[src/rtl/kbc_pkg.sv]
package kbc_pkg;
  localparam int DW = 8;

  typedef enum logic [1:0] {SRC_CTRL = 2'd0, SRC_P1 = 2'd1, SRC_P2 = 2'd2} ob_src_e;

  localparam logic [DW-1:0] OP_RD_CFG    = 8'h20;
  localparam logic [DW-1:0] OP_WR_CFG    = 8'h60;
  localparam logic [DW-1:0] OP_SELFTEST  = 8'hAA;
  localparam logic [DW-1:0] OP_TEST_P1   = 8'hAB;
  localparam logic [DW-1:0] OP_TEST_P2   = 8'hA9;
  localparam logic [DW-1:0] OP_TO_P2     = 8'hD4;
  localparam logic [DW-1:0] OP_PULSE_RST = 8'hFE;
  localparam logic [DW-1:0] SELFTEST_OK  = 8'h55;

  localparam int CFG_IRQ1 = 0;
  localparam int CFG_IRQ2 = 1;
  localparam int CFG_OFF1 = 4;
  localparam int CFG_OFF2 = 5;

  function automatic logic [DW-1:0] port_test_code(input logic link_ok);
    return link_ok ? 8'h00 : 8'h01;
  endfunction

  function automatic logic [DW-1:0] status_pack(input logic obf, input logic ibf,
                                                input logic from_p2);
    logic [DW-1:0] s;
    s    = '0;
    s[0] = obf;
    s[1] = ibf;
    s[5] = from_p2;
    return s;
  endfunction
endpackage

[src/rtl/kbc_cmd_ctrl.sv]
module kbc_cmd_ctrl
  import kbc_pkg::*;
#(
  parameter logic [7:0] CFG_INIT = 8'h00
) (
  input  logic          clk,
  input  logic          rst_n,
  input  logic          cmd_wr,
  input  logic          data_wr,
  input  logic [DW-1:0] wdata,
  input  logic          fwd_taken,
  input  logic          p1_link_ok,
  input  logic          p2_link_ok,
  output logic          resp_vld,
  output logic [DW-1:0] resp_byte,
  output logic          param_take,
  output logic          fwd_req,
  output logic          fwd_to_p2,
  output logic          rst_req,
  output logic          p1_irq_en,
  output logic          p2_irq_en,
  output logic          p1_off,
  output logic          p2_off
);
  logic [DW-1:0] cfg;
  logic          pend_cfg;
  logic          pend_p2;

  assign param_take = data_wr & ~cmd_wr & pend_cfg;
  assign fwd_req    = data_wr & ~cmd_wr & ~pend_cfg;
  assign fwd_to_p2  = pend_p2;
  assign p1_irq_en  = cfg[CFG_IRQ1];
  assign p2_irq_en  = cfg[CFG_IRQ2];
  assign p1_off     = cfg[CFG_OFF1];
  assign p2_off     = cfg[CFG_OFF2];

  always_comb begin
    resp_vld  = 1'b0;
    resp_byte = '0;
    rst_req   = 1'b0;
    if (cmd_wr) begin
      case (wdata)
        OP_RD_CFG:    begin resp_vld = 1'b1; resp_byte = cfg; end
        OP_SELFTEST:  begin resp_vld = 1'b1; resp_byte = SELFTEST_OK; end
        OP_TEST_P1:   begin resp_vld = 1'b1; resp_byte = port_test_code(p1_link_ok); end
        OP_TEST_P2:   begin resp_vld = 1'b1; resp_byte = port_test_code(p2_link_ok); end
        OP_PULSE_RST: rst_req = 1'b1;
        default:      ;
      endcase
    end
  end

  always_ff @(posedge clk) begin
    if (!rst_n) begin
      cfg      <= CFG_INIT;
      pend_cfg <= 1'b0;
      pend_p2  <= 1'b0;
    end else if (cmd_wr) begin
      pend_cfg <= (wdata == OP_WR_CFG);
      pend_p2  <= (wdata == OP_TO_P2);
    end else begin
      if (param_take) begin
        cfg      <= wdata;
        pend_cfg <= 1'b0;
      end
      if (fwd_taken) pend_p2 <= 1'b0;
    end
  end

  AST_CFG_STORED: assert property (@(posedge clk) disable iff (!rst_n)
    param_take |=> (cfg == $past(wdata)) && !pend_cfg);
  AST_PREFIX_ONCE: assert property (@(posedge clk) disable iff (!rst_n)
    fwd_taken && !cmd_wr |=> !fwd_to_p2);
endmodule

[src/rtl/kbc_inbuf.sv]
module kbc_inbuf
  import kbc_pkg::*;
(
  input  logic          clk,
  input  logic          rst_n,
  input  logic          fwd_req,
  input  logic          fwd_to_p2,
  input  logic [DW-1:0] wdata,
  output logic          fwd_taken,
  output logic          ibf,
  output logic          p1_tx_valid,
  input  logic          p1_tx_ready,
  output logic [DW-1:0] p1_tx_data,
  output logic          p2_tx_valid,
  input  logic          p2_tx_ready,
  output logic [DW-1:0] p2_tx_data
);
  logic [DW-1:0] ibuf;
  logic          dest_p2;
  logic          tx_done;

  assign fwd_taken   = fwd_req & ~ibf;
  assign p1_tx_valid = ibf & ~dest_p2;
  assign p2_tx_valid = ibf & dest_p2;
  assign p1_tx_data  = ibuf;
  assign p2_tx_data  = ibuf;
  assign tx_done     = (p1_tx_valid & p1_tx_ready) | (p2_tx_valid & p2_tx_ready);

  always_ff @(posedge clk) begin
    if (!rst_n) begin
      ibuf    <= '0;
      ibf     <= 1'b0;
      dest_p2 <= 1'b0;
    end else if (fwd_taken) begin
      ibuf    <= wdata;
      ibf     <= 1'b1;
      dest_p2 <= fwd_to_p2;
    end else if (tx_done) begin
      ibf     <= 1'b0;
    end
  end

  AST_TX_EXCLUSIVE: assert property (@(posedge clk) disable iff (!rst_n)
    $onehot0({p1_tx_valid, p2_tx_valid}));
  AST_TX1_HOLD: assert property (@(posedge clk) disable iff (!rst_n)
    p1_tx_valid && !p1_tx_ready |=> p1_tx_valid && $stable(p1_tx_data));
  AST_TX2_HOLD: assert property (@(posedge clk) disable iff (!rst_n)
    p2_tx_valid && !p2_tx_ready |=> p2_tx_valid && $stable(p2_tx_data));
  AST_DROP_WHEN_FULL: assert property (@(posedge clk) disable iff (!rst_n)
    ibf && fwd_req && !tx_done |=> ibf && $stable(p1_tx_data));
endmodule

[src/rtl/kbc_outbuf.sv]
module kbc_outbuf
  import kbc_pkg::*;
(
  input  logic          clk,
  input  logic          rst_n,
  input  logic          resp_vld,
  input  logic [DW-1:0] resp_byte,
  input  logic          data_rd,
  input  logic          p1_irq_en,
  input  logic          p2_irq_en,
  input  logic          p1_off,
  input  logic          p2_off,
  input  logic          p1_rx_valid,
  output logic          p1_rx_ready,
  input  logic [DW-1:0] p1_rx_data,
  input  logic          p2_rx_valid,
  output logic          p2_rx_ready,
  input  logic [DW-1:0] p2_rx_data,
  output logic [DW-1:0] obuf,
  output logic          obf,
  output logic          from_p2,
  output logic          irq_p1,
  output logic          irq_p2
);
  ob_src_e src;
  logic    take_p1;
  logic    take_p2;
  logic    room;

  assign room        = ~obf & ~resp_vld;
  assign p1_rx_ready = room & ~p1_off;
  assign p2_rx_ready = room & ~p2_off & ~(p1_rx_valid & ~p1_off);
  assign take_p1     = p1_rx_valid & p1_rx_ready;
  assign take_p2     = p2_rx_valid & p2_rx_ready;

  assign from_p2 = obf & (src == SRC_P2);
  assign irq_p1  = obf & (src == SRC_P1) & p1_irq_en;
  assign irq_p2  = from_p2 & p2_irq_en;

  always_ff @(posedge clk) begin
    if (!rst_n) begin
      obuf <= '0;
      obf  <= 1'b0;
      src  <= SRC_CTRL;
    end else if (resp_vld) begin
      obuf <= resp_byte;
      obf  <= 1'b1;
      src  <= SRC_CTRL;
    end else if (take_p1) begin
      obuf <= p1_rx_data;
      obf  <= 1'b1;
      src  <= SRC_P1;
    end else if (take_p2) begin
      obuf <= p2_rx_data;
      obf  <= 1'b1;
      src  <= SRC_P2;
    end else if (data_rd) begin
      obf  <= 1'b0;
    end
  end

  AST_RESP_WINS: assert property (@(posedge clk) disable iff (!rst_n)
    resp_vld |=> obf && !from_p2 && (obuf == $past(resp_byte)));
  AST_READ_EMPTIES: assert property (@(posedge clk) disable iff (!rst_n)
    data_rd && obf && !resp_vld |=> !obf);
  AST_FULL_HOLDS: assert property (@(posedge clk) disable iff (!rst_n)
    obf && !resp_vld && !data_rd |=> obf && $stable(obuf));
  AST_NO_RX_WHEN_FULL: assert property (@(posedge clk) disable iff (!rst_n)
    obf |-> !p1_rx_ready && !p2_rx_ready);
  AST_IRQ_SINGLE: assert property (@(posedge clk) disable iff (!rst_n)
    !(irq_p1 && irq_p2));
endmodule

[src/rtl/kbc_rst_pulse.sv]
module kbc_rst_pulse #(
  parameter int RST_CYCLES = 4
) (
  input  logic clk,
  input  logic rst_n,
  input  logic trig,
  output logic pulse
);
  localparam int CW = $clog2(RST_CYCLES + 1);

  logic [CW-1:0] cnt;

  assign pulse = (cnt != '0);

  always_ff @(posedge clk) begin
    if (!rst_n)                 cnt <= '0;
    else if (trig && !pulse)    cnt <= CW'(RST_CYCLES);
    else if (pulse)             cnt <= cnt - CW'(1);
  end

  AST_RST_STARTS: assert property (@(posedge clk) disable iff (!rst_n)
    trig && !pulse |=> pulse);
  AST_RST_NO_RETRIGGER: assert property (@(posedge clk) disable iff (!rst_n)
    pulse |=> cnt == $past(cnt) - CW'(1));
endmodule

[src/rtl/kbc_host_regs.sv]
module kbc_host_regs
  import kbc_pkg::*;
#(
  parameter logic [7:0] CFG_INIT   = 8'h00,
  parameter int         RST_CYCLES = 4
) (
  input  logic       clk,
  input  logic       rst_n,
  input  logic       host_data_wr,
  input  logic       host_data_rd,
  input  logic       host_cmd_wr,
  input  logic [7:0] host_wdata,
  output logic [7:0] host_rdata,
  output logic [7:0] host_status,
  input  logic       p1_link_ok,
  input  logic       p2_link_ok,
  output logic       p1_tx_valid,
  input  logic       p1_tx_ready,
  output logic [7:0] p1_tx_data,
  output logic       p2_tx_valid,
  input  logic       p2_tx_ready,
  output logic [7:0] p2_tx_data,
  input  logic       p1_rx_valid,
  output logic       p1_rx_ready,
  input  logic [7:0] p1_rx_data,
  input  logic       p2_rx_valid,
  output logic       p2_rx_ready,
  input  logic [7:0] p2_rx_data,
  output logic       irq_p1,
  output logic       irq_p2,
  output logic       cpu_reset_out
);
  logic          resp_vld;
  logic [DW-1:0] resp_byte;
  logic          param_take;
  logic          fwd_req;
  logic          fwd_to_p2;
  logic          fwd_taken;
  logic          rst_req;
  logic          p1_irq_en;
  logic          p2_irq_en;
  logic          p1_off;
  logic          p2_off;
  logic          ibf;
  logic          obf;
  logic          from_p2;

  kbc_cmd_ctrl #(.CFG_INIT(CFG_INIT)) u_cmd (
    .clk(clk), .rst_n(rst_n), .cmd_wr(host_cmd_wr), .data_wr(host_data_wr),
    .wdata(host_wdata), .fwd_taken(fwd_taken), .p1_link_ok(p1_link_ok),
    .p2_link_ok(p2_link_ok), .resp_vld(resp_vld), .resp_byte(resp_byte),
    .param_take(param_take), .fwd_req(fwd_req), .fwd_to_p2(fwd_to_p2),
    .rst_req(rst_req), .p1_irq_en(p1_irq_en), .p2_irq_en(p2_irq_en),
    .p1_off(p1_off), .p2_off(p2_off)
  );

  kbc_inbuf u_in (
    .clk(clk), .rst_n(rst_n), .fwd_req(fwd_req), .fwd_to_p2(fwd_to_p2),
    .wdata(host_wdata), .fwd_taken(fwd_taken), .ibf(ibf),
    .p1_tx_valid(p1_tx_valid), .p1_tx_ready(p1_tx_ready), .p1_tx_data(p1_tx_data),
    .p2_tx_valid(p2_tx_valid), .p2_tx_ready(p2_tx_ready), .p2_tx_data(p2_tx_data)
  );

  kbc_outbuf u_out (
    .clk(clk), .rst_n(rst_n), .resp_vld(resp_vld), .resp_byte(resp_byte),
    .data_rd(host_data_rd), .p1_irq_en(p1_irq_en), .p2_irq_en(p2_irq_en),
    .p1_off(p1_off), .p2_off(p2_off),
    .p1_rx_valid(p1_rx_valid), .p1_rx_ready(p1_rx_ready), .p1_rx_data(p1_rx_data),
    .p2_rx_valid(p2_rx_valid), .p2_rx_ready(p2_rx_ready), .p2_rx_data(p2_rx_data),
    .obuf(host_rdata), .obf(obf), .from_p2(from_p2), .irq_p1(irq_p1), .irq_p2(irq_p2)
  );

  kbc_rst_pulse #(.RST_CYCLES(RST_CYCLES)) u_rst (
    .clk(clk), .rst_n(rst_n), .trig(rst_req), .pulse(cpu_reset_out)
  );

  assign host_status = status_pack(obf, ibf, from_p2);

  AST_PARAM_NO_TX: assert property (@(posedge clk) disable iff (!rst_n)
    param_take && !ibf |=> !ibf && !p1_tx_valid && !p2_tx_valid);
  AST_CMD_NOT_FORWARDED: assert property (@(posedge clk) disable iff (!rst_n)
    host_cmd_wr && !ibf |=> !ibf);
endmodule

[config.mk]
export PLATFORM = sky130hd
export DESIGN_NAME = kbc_host_regs
export DESIGN_NICKNAME = d
export VERILOG_FILES = /design/src/rtl/kbc_pkg.sv /design/src/rtl/kbc_cmd_ctrl.sv /design/src/rtl/kbc_inbuf.sv /design/src/rtl/kbc_outbuf.sv /design/src/rtl/kbc_rst_pulse.sv /design/src/rtl/kbc_host_regs.sv
export SDC_FILE = /design/constraint.sdc
export NUM_CORES = 1
export LEC_CHECK = 0
export BUFFER_PORTS_ARGS = -buffer_cell sky130_fd_sc_hd__buf_4
export CELL_PAD_IN_SITES_DETAIL_PLACEMENT = 0
export CELL_PAD_IN_SITES_GLOBAL_PLACEMENT = 1
export CORE_UTILIZATION = 37
export CTS_BUF_LIST = sky130_fd_sc_hd__clkbuf_4 sky130_fd_sc_hd__clkbuf_8
export DETAILED_ROUTE_END_ITERATION = 6
export PLACE_DENSITY_LB_ADDON = 0.1
export SYNTH_ARGS = -nofsm -noshare
export SYNTH_HDL_FRONTEND = slang
export SYNTH_HIERARCHICAL = 1
export SYNTH_SLANG_ARGS = --single-unit
[constraint.sdc]
create_clock -name clk -period 4 [get_ports clk]
set_clock_uncertainty 0.2 [all_clocks]
set_input_delay 0.6 -clock clk [delete_from_list [all_inputs] [get_ports clk]]
set_output_delay 0.6 -clock clk [all_outputs]
set_load 0.02 [all_outputs]
==> results of run 1 <==
==> worst max-delay path, delay by kind of cell <==
kind / cells / cell delay, ps
simple gates: 3 / 1040
buf+inv: 2 / 310
compound gates: 1 / 240
==> state kept, by name (all words and copies together) (netlist names) <==
signal,count
u_in/dest_p2,1
u_out/obuf,8
u_in/ibf,1
u_in/p1_tx_data,8
u_rst/cnt,3
u_cmd/fwd_to_p2,1
u_out/src,2
u_out/obf,1
u_cmd/pend_cfg,1
u_cmd/cfg,8
==> layout make-up <==
cell class / count / area, um^2 / share of cell area
well taps: 70 / 87.6 / 0.0341
clock buffers: 6 / 82.6 / 0.0322
inverters: 5 / 21.3 / 0.00828
repair buffers: 70 / 526 / 0.205
clock inverters: 2 / 12.5 / 0.00487
multi-input cells: 171 / 1160 / 0.451
flip-flops and latches: 34 / 681 / 0.265
==> report_power, final <==
part / total [uW] / internal (uW) / switching (uW)
sequential: 385 / 366 / 19.6
combinational: 257 / 124 / 133
clock: 268 / 138 / 130
==> per-stage QoR <==
stage                     utilization  cell area [um^2]  setup WS [ps]
final                           0.493              2570           1010
after global routing            0.493              2570            965
after CTS                       0.493              2570           1010
after detailed placement        0.475              2470            966
after global placement          0.475              2470           1010
after floorplan                     -              2060            502
==> layer usage <==
| metal | up-vias | global-route usage |
|---|---|---|
| met2 | 60 | 0.263 |
| met5 | - | 0 |
| met1 | 760 | 0.199 |
| met4 | 0 | 0.0865 |
| li1 | 903 | - |
| met3 | 8 | 0.0371 |
==> path summary, 6_finish.rpt <==
path | start | to | slack (ps) | cells after the start
setup / recovery | host_wdata[4] | p2_rx_ready | 1010 | 6
hold / removal | u_cmd/fwd_to_p2 | u_in/dest_p2 | 250 | 2
setup reg to reg | u_out/obf | u_out/obuf[6] | 2140 | 4
hold reg to reg | u_cmd/fwd_to_p2 | u_in/dest_p2 | 250 | 2
==> key figures, run 1 <==
Detailed routing
  – Vias per Instance: 4.84
  – DRC: 0
  – Top routing layer in use: met4
  – Final ANT Viol Nets: 0
  – Met1 WL: 2130 um
  – Met2 wire length: 2000 um
  – Vias post-DR: 1731
  – Met3 wire length: 304 um
  – Drt total wl: 4530 um
  – Initial DRC count: 53
  – Routed len/inst: 12.6 um
  – 1st-pass router iterations: 4

Final layout
  – FILL cells: 529
  – Most frequent cells in the layout: buf_4 (70), dfxtp_1 (34), nand2_1 (27)
  – Share of cells above drive strength 1: 0.354
  – Nets: 324
  – Commonest non-fill, non-tap cell in the layout: buf_4
  – Non-Filler Instances: 358
  – Area Overhead vs Synth: 25.3%
  – Ant. Diodes: 0

Pwr
  – Leakage: 0.00109 uW
  – PwrDens: 355 nW/um^2
  – Total power: 911 uW
  – Worst VDD drop: 0.000224 V

Placed design
  – Placed Cells: 350
  – DPL Wire Length: 3260 um
  – GP Congestion: 0.740
  – PortBufs: 68

Yosys
  – Syn. warnings: 6
  – Post-Synthesis Cells: 233
  – Syn Area/Cell: 8.80 um^2
  – Synthesized area: 2050 um^2

GRT
  – Largest net degree at the start of global routing: 42
  – Overflow after GRT: 0
  – Initial antenna violation count: 0
  – Vias in the first global route: 1662
  – First-pass GRT wire length: 7590 um
  – GRT Overall Usage: 0.162

STA
  – Unrepaired setup endpoints after global routing: no
  – Highest Clock Rate: 335 MHz
  – Hold Vio Cnt, Final: 0
  – Least-Margin Pin Slew: 710 ps
  – Hold Worst Slack: 252 ps
  – Fin crit share: 0.747
  – Setup_tns: 0 ps
  – Final setup viols: 0
  – Normalized max-slew margin: 0.525
  – Fin. max-slew vios: 0
  – Crit path time final: 2990 ps

Worst setup path
  – Endpoint class of the critical path: output pin
  – Most used cell, CP: buf_4
  – WP data arrival: 2190 ps
  – CP max stage delay: 560 ps
  – Type of the worst setup path: input pin to output pin
  – Cell Chain, Critical Path: buf_4, or3_4, or4b_4, a31oi_2, nor4_1, buf_4
  – Critical Path Source Type: input pin
  – Critical path required time: 3200 ps
  – Worst-path maximum fanout: 6
  – Worst path slowest cell: or4b_4

CTS
  – CTS root buffer: clkbuf_8
  – Num CTS Buffers: 5
  – CTS tree: yes
  – Post-CTS resize count: 0
  – Post-CTS setup buffer count: 0
  – CTS Hold Bufs: 0
  – Worst-Skew Late Latency: 290 ps
  – Worst-path clk slew: 70 ps
  – Htree depth: 2
  – Clock sinks: 34
  – CTS Buffer Depth: 2

Floorplan
  – Die height: 76.4 um
  – Die area: 5840 um^2
  – Initial core utilization: 0.394
  – Core Box Area: 5200 um^2
  – Top Ports: 74
  – Die W: 76.4 um
  – FP Rows: 26

Run
  – Max-cap violation count: 0

Hold path
  – Min-Delay Path Class: flop to flop

Outcome
  – Status: completed
No activity file was read; power rests on OpenSTA's default activity.
==> run 2, diff against run 1 <==
--- a/config.mk
+++ b/config.mk
@@ -8,7 +8,7 @@
 export BUFFER_PORTS_ARGS = -buffer_cell sky130_fd_sc_hd__buf_4
 export CELL_PAD_IN_SITES_DETAIL_PLACEMENT = 0
 export CELL_PAD_IN_SITES_GLOBAL_PLACEMENT = 1
-export CORE_UTILIZATION = 37
+export CORE_UTILIZATION = 34
 export CTS_BUF_LIST = sky130_fd_sc_hd__clkbuf_4 sky130_fd_sc_hd__clkbuf_8
 export DETAILED_ROUTE_END_ITERATION = 6
 export PLACE_DENSITY_LB_ADDON = 0.1
==> constraint.sdc (replaced) <==
create_clock -name clk -period 2.39 [get_ports clk]
set_clock_uncertainty 0.2 [all_clocks]
set_input_delay 0.3585 -clock clk [delete_from_list [all_inputs] [get_ports clk]]
set_output_delay 0.3585 -clock clk [all_outputs]
set_load 0.02 [all_outputs]
==> run 2 against run 1 <==
The run now ends with negative setup slack left. Global-route usage decreased by 0.49 points. Sequential power increased by 68%. Sequential share of layout area decreased by 1.3 points. Flip-flop and latch count unchanged. Utilization decreased by 1.5 points. Cell count increased by 3.4%. Critical path depth unchanged. Setup slack got worse by 1100 ps.
==> key figures, run 2 (synthesized netlist as in run 1, its figures left out) <==
Outcome
  – Status: complete, but fails checks (was completed)
  – Failing checks: negative setup slack

Floorplan
  – Die W: 79.6 um (was 76.4 um)
  – FP Rows: 27 (was 26)
  – Die area: 6340 um^2 (was 5840 um^2)
  – Core Box Area: 5640 um^2 (was 5200 um^2)
  – Initial core utilization: 0.363 (was 0.394)
  – Die height: 79.6 um (was 76.4 um)
  – Top Ports: 74 (unchanged)

Detailed routing
  – Drt total wl: 4650 um (was 4530 um)
  – Routed len/inst: 12.6 um (about the same)
  – Vias post-DR: 1770 (was 1731)
  – 1st-pass router iterations: 4 (unchanged)
  – DRC: 0 (unchanged)
  – Initial DRC count: 79 (was 53)
  – Vias per Instance: 4.78 (was 4.84)
  – Final ANT Viol Nets: 0 (unchanged)

Pwr
  – Leakage: 0.00116 uW (was 0.00109 uW)
  – Switching fraction of total power: 0.301 (was 0.311)
  – P_sw: 456 uW (was 283 uW)
  – Combinational power share: 0.300 (was 0.282)
  – Worst VDD drop: 0.000398 V (was 0.000224 V)
  – Clk network pwr share: 0.275 (was 0.295)
  – P_int: 1060 uW (was 628 uW)
  – PwrDens: 562 nW/um^2 (was 355 nW/um^2)
  – Sequential group share of total power: 0.425 (was 0.423)

GRT
  – Largest net degree at the start of global routing: 42 (unchanged)
  – Gr busiest metal: met2 (unchanged)
  – Overflow after GRT: 0 (unchanged)
  – Grt met3 use: 0.0526 (was 0.0371)
  – M2 GR Usage: 0.255 (was 0.263)
  – Vias in the first global route: 1666 (was 1662)
  – Initial antenna violation count: 0 (unchanged)
  – First-pass GRT wire length: 7690 um (was 7590 um)
  – GRT Overall Usage: 0.158 (was 0.162)
  – Global-route track usage on met1: 0.194 (was 0.199)

Worst setup path
  – WP data arrival: 1900 ps (was 2190 ps)
  – Type of the worst setup path: input pin to output pin (unchanged)
  – Worst path bufs/invs: 2 (unchanged)
  – Crit-path leading delay family: simple AND/OR/NAND/NOR gates (unchanged)
  – Cell Chain, Critical Path: buf_6, or3_4, or4b_4, a31oi_4, nor4_4, buf_4 (was buf_4, or3_4, or4b_4, a31oi_2, nor4_1, buf_4)
  – CP max stage delay: 550 ps (was 560 ps)
  – Endpoint class of the critical path: output pin (unchanged)
  – Worst-path maximum fanout: 4 (was 6)
  – Worst path slowest cell: or4b_4 (unchanged)
  – Critical path required time: 1830 ps (was 3200 ps)
  – Critical Path Source Type: input pin (unchanged)

CTS
  – CTS Hold Bufs: 0 (unchanged)
  – Num CTS Buffers: 5 (unchanged)
  – CTS Buffer Depth: 2 (unchanged)
  – Worst-Skew Late Latency: 280 ps (was 290 ps)
  – Clock sinks: 34 (unchanged)
  – CTS tree: yes (unchanged)
  – Htree depth: 2 (unchanged)
  – Worst-path clk slew: 60 ps (was 70 ps)
  – CTS root buffer: clkbuf_8 (unchanged)

STA
  – Highest Clock Rate: 408 MHz
  – Worst Setup Slack, final: -63.6 ps (was 1010 ps)
  – Normalized max-slew margin: 0.585 (was 0.525)
  – Hold Vio Cnt, Final: 0 (unchanged)
  – Fin. max-slew vios: 0 (unchanged)
  – Least-Margin Pin Slew: 622 ps (was 710 ps)
  – Crit path time final: 2450 ps
  – Fin crit share: 1.03
  – Final setup viols: 2 (was 0)
  – Unrepaired setup endpoints after global routing: yes (was no)
  – Hold Worst Slack: 155 ps (was 252 ps)

Hold path
  – Min-Delay Path Class: input pin to flop (was flop to flop)

Run
  – Max-cap violation count: 0 (unchanged)

Placed design
  – PortBufs: 68 (unchanged)
  – DPL Wire Length: 3520 um (was 3260 um)
  – GP Congestion: 0.713 (was 0.740)
  – Pre-CTS setup slack: -190 ps (was 966 ps)

Final layout
  – Nets: 335 (was 324)
  – Commonest non-fill, non-tap cell in the layout: buf_4 (unchanged)
  – Ant. Diodes: 0 (unchanged)
  – Share of cells above drive strength 1: 0.383 (was 0.354)
  – FILL cells: 584 (was 529)
  – Most frequent cells in the layout: buf_4 (77), dfxtp_1 (34), nand2_1 (27) (was buf_4 (70), dfxtp_1 (34), nand2_1 (27))
  – Final core utilization: 0.479 (was 0.493)
  – Area Overhead vs Synth: 31.7% (was 25.3%)
run 2: final timing paths:
kind	startpoint	end	slack, ps	depth (start not counted)
max	host_wdata[2]	p2_rx_ready	-60	6
min	host_wdata[5]	u_in/p1_tx_data[5]	150	3
max reg2reg	u_out/obf	u_out/obuf[6]	480	4
min reg2reg	u_cmd/fwd_to_p2	u_in/dest_p2	260	2
run 2: final cells by class:
cell class | instances | area [um^2] | share of cell area
timing repair buffer | 81 | 632 | 0.234
sequential | 34 | 681 | 0.252
inverter | 5 | 21.3 | 0.00788
tap | 72 | 90.1 | 0.0334
clock buffer | 7 | 83.8 | 0.0310
multi-input combinational | 171 | 1190 | 0.442
run 2: through the flow:
| step | TNS (ps) | power, uW | std cells | instance area (um^2) |
|---|---|---|---|---|
| after floorplan | -271 | 970 | 237 | 2120 |
| final | -87.7 | 1520 | 370 | 2700 |
| after CTS | -103 | 1550 | 370 | 2700 |
| after detailed placement | -2070 | 1120 | 362 | 2600 |
| after global routing | -177 | 1630 | 370 | 2700 |
| after global placement | -1640 | 1110 | 362 | 2600 |
run 2: worst min-delay path, delay by kind of cell:
family / cells / cell delay [ps]
buf+inv: 1 / 140
simple gates: 1 / 60
compound gates: 1 / 40
run 2: per-layer routing:
metal	vias to the layer above	wire length, um
met5	-	0
met1	781	2170
met4	0	57
li1	925	-
met3	6	410
met2	58	2020
run 2: power groups by stage:
stage | combinational [uW] | clock (uW) | sequential, uW
global placement | 455 | 0 | 658
global route | 506 | 468 | 653
detailed placement | 457 | 0 | 659
CTS | 461 | 446 | 646
finish | 455 | 417 | 645
floorplan | 293 | 0 | 677
run 2: timing repair:
item,in CTS,in global routing
endpoints found under the setup margin,2,2
buffers inserted,1,0
pin swaps,4,0
gates resized for setup,3,0
==> run 3, diff against run 2 <==
--- a/config.mk
+++ b/config.mk
@@ -10,8 +10,10 @@
 export CELL_PAD_IN_SITES_GLOBAL_PLACEMENT = 1
 export CORE_UTILIZATION = 34
 export CTS_BUF_LIST = sky130_fd_sc_hd__clkbuf_4 sky130_fd_sc_hd__clkbuf_8
+export CTS_CLUSTER_SIZE = 28
 export DETAILED_ROUTE_END_ITERATION = 6
 export PLACE_DENSITY_LB_ADDON = 0.1
+export RECOVER_POWER = 50
 export SYNTH_ARGS = -nofsm -noshare
 export SYNTH_HDL_FRONTEND = slang
 export SYNTH_HIERARCHICAL = 1
==> run 3 against run 2 <==
The run still ends with negative setup slack left. Register-to-register slack hardly changed. Global-route usage stayed put. Non-clock buffer count stayed put. Clock-buffer cell count stayed put. Critical path type unchanged. Largest cell class unchanged. Critical endpoint unchanged.
==> key figures, run 3 (synthesized netlist as in run 1, its figures left out) <==
Floorplan
  – Core Box Area: 5640 um^2 (unchanged)
  – Die height: 79.6 um (unchanged)
  – Die area: 6340 um^2 (unchanged)
  – FP Rows: 27 (unchanged)
  – Top Ports: 74 (unchanged)
  – Die W: 79.6 um (unchanged)
  – Initial core utilization: 0.363 (unchanged)

CTS
  – Worst-Skew Late Latency: 280 ps (about the same)
  – CTS Buffer Depth: 2 (unchanged)
  – Htree depth: 2 (unchanged)
  – CTS Hold Bufs: 0 (unchanged)
  – Worst-path clk slew: 60 ps (about the same)
  – CTS tree: yes (unchanged)
  – Num CTS Buffers: 5 (unchanged)
  – CTS root buffer: clkbuf_8 (unchanged)
  – Clock sinks: 34 (unchanged)

Pwr
  – PwrDens: 576 nW/um^2 (was 562 nW/um^2)
  – Switching fraction of total power: 0.306 (was 0.301)
  – P_sw: 459 uW (was 456 uW)
  – Sequential group share of total power: 0.430 (was 0.425)
  – Clk network pwr share: 0.280 (was 0.275)
  – P_int: 1040 uW (was 1060 uW)
  – Combinational power share: 0.289 (was 0.300)
  – Leakage: 0.00105 uW (was 0.00116 uW)
  – Worst VDD drop: 0.000398 V (about the same)

GRT
  – Overflow after GRT: 0 (unchanged)
  – GRT Overall Usage: 0.158 (unchanged)
  – Largest net degree at the start of global routing: 42 (unchanged)
  – Initial antenna violation count: 0 (unchanged)
  – Vias in the first global route: 1666 (unchanged)
  – First-pass GRT wire length: 7690 um (unchanged)

Worst setup path
  – Worst-path maximum fanout: 4 (unchanged)
  – Reg2Reg Capture Point: u_out/obuf[6] (unchanged)
  – Critical R2R Launch: u_out/obf (unchanged)
  – Reg2Reg Setup Slack: 480 ps (about the same)
  – Type of the worst setup path: input pin to output pin (unchanged)
  – Crit path depth: 6 (unchanged)
  – Worst path bufs/invs: 2 (unchanged)
  – Endpoint class of the critical path: output pin (unchanged)
  – Critical Path Source Type: input pin (unchanged)
  – Crit-path leading delay family: simple AND/OR/NAND/NOR gates (unchanged)
  – R2R depth: 4 (unchanged)
  – CP max stage delay: 550 ps (about the same)
  – WP data arrival: 1900 ps (about the same)
  – Cell Chain, Critical Path: buf_6, or3_4, or4b_4, a31oi_4, nor4_4, buf_4 (unchanged)
  – Critical path required time: 1830 ps (about the same)
  – Worst path slowest cell: or4b_4 (unchanged)

Detailed routing
  – Initial DRC count: 77 (was 79)
  – DRC: 0 (unchanged)
  – Vias post-DR: 1772 (was 1770)
  – 1st-pass router iterations: 4 (unchanged)
  – Routed len/inst: 12.7 um (was 12.6 um)
  – Drt total wl: 4690 um (was 4650 um)
  – Final ANT Viol Nets: 0 (unchanged)
  – Vias per Instance: 4.79 (was 4.78)

Final layout
  – Area Overhead vs Synth: 27.0% (was 31.7%)
  – Commonest non-fill, non-tap cell in the layout: buf_4 (unchanged)
  – Ant. Diodes: 0 (unchanged)
  – Register area: 681 um^2 (unchanged)
  – Most frequent cells in the layout: buf_4 (51), dfxtp_1 (34), nand2_1 (27) (was buf_4 (77), dfxtp_1 (34), nand2_1 (27))
  – Share of cells above drive strength 1: 0.295 (was 0.383)
  – Nets: 335 (unchanged)
  – Multi-input logic area: 1190 um^2 (unchanged)
  – FILL cells: 610 (was 584)
  – Final core utilization: 0.461 (was 0.479)
  – Non-Filler Instances: 370 (unchanged)

STA
  – Fin crit share: 1.03 (about the same)
  – Least-Margin Pin Slew: 621 ps (was 622 ps)
  – Worst Setup Slack, final: -67.9 ps (was -63.6 ps)
  – Normalized max-slew margin: 0.586 (was 0.585)
  – Final setup viols: 2 (unchanged)
  – Highest Clock Rate: 407 MHz (was 408 MHz)
  – Hold Vio Cnt, Final: 0 (unchanged)
  – Fin. max-slew vios: 0 (unchanged)
  – Unrepaired setup endpoints after global routing: yes (unchanged)
  – Crit path time final: 2460 ps (was 2450 ps)

Placed design
  – PortBufs: 68 (unchanged)
  – Placed Cells: 362 (unchanged)
  – DPL Wire Length: 3520 um (unchanged)
  – GP Congestion: 0.713 (unchanged)

Hold path
  – Hold Path Stages: 3 (unchanged)
  – Hold Path End: u_in/p1_tx_data[5] (unchanged)
  – Min-Delay Path Class: input pin to flop (unchanged)
  – Beginning of the worst hold path: host_wdata[5] (unchanged)

Run
  – Max-cap violation count: 0 (unchanged)

Outcome
  – Status: complete, but fails checks (unchanged)
  – Failing checks: negative setup slack (unchanged)
run 3: final cells by class:
| class | instances | share of cell area |
|---|---|---|
| Inverter | 5 | 0.00817 |
| Multi-Input combinational cell | 171 | 0.458 |
| Sequential cell | 34 | 0.262 |
| Timing Repair Buffer | 81 | 0.205 |
| Clock buffer | 7 | 0.0322 |
| Tap cell | 72 | 0.0346 |
run 3: worst max-delay path by stage:
stage	startpoint	endpoint
detailed placement	host_wdata[4]	u_out/obuf[0]
CTS	host_wdata[2]	p2_rx_ready
floorplan	host_wdata[4]	p1_rx_ready
global placement	host_wdata[4]	u_out/obuf[0]
finish	host_wdata[2]	p2_rx_ready
global route	host_wdata[2]	p2_rx_ready
run 3: per-stage QoR:
stage | hold WS (ps) | setup TNS, ps | cell area, um^2 | total power, uW | worst slack (ps)
after global routing | 154 | -177 | 2600 | 1600 | -106
after detailed placement | 254 | -2070 | 2600 | 1120 | -190
after global placement | 252 | -1640 | 2600 | 1110 | -159
final | 156 | -96.4 | 2600 | 1500 | -67.9
after floorplan | 236 | -271 | 2120 | 970 | -136
after CTS | 142 | -103 | 2700 | 1550 | -70.1
run 3: power by group through the flow:
stage / Sequential [uW] / Clock (uW) / Combinational [uW]
final: 645 / 420 / 434
after global routing: 652 / 468 / 485
after CTS: 646 / 446 / 461
after detailed placement: 659 / 0 / 457
after global placement: 658 / 0 / 455
after floorplan: 677 / 0 / 293
run 3: repair_timing:
action	in CTS	in global routing
endpoints found under the setup margin	2	2
buffers inserted	1	0
pin swaps	4	0
gates resized for setup	3	0
run 3: worst min-delay path, cell delays in order:
cell,delay (ps)
buf_4,140
nand2_2,60
a21boi_2,40
run 3: metal layers:
layer	share of wire	GRT usage
met5	0	0
met3	0.083	0.0526
met1	0.47	0.194
met2	0.43	0.255
met4	0.012	0.0545
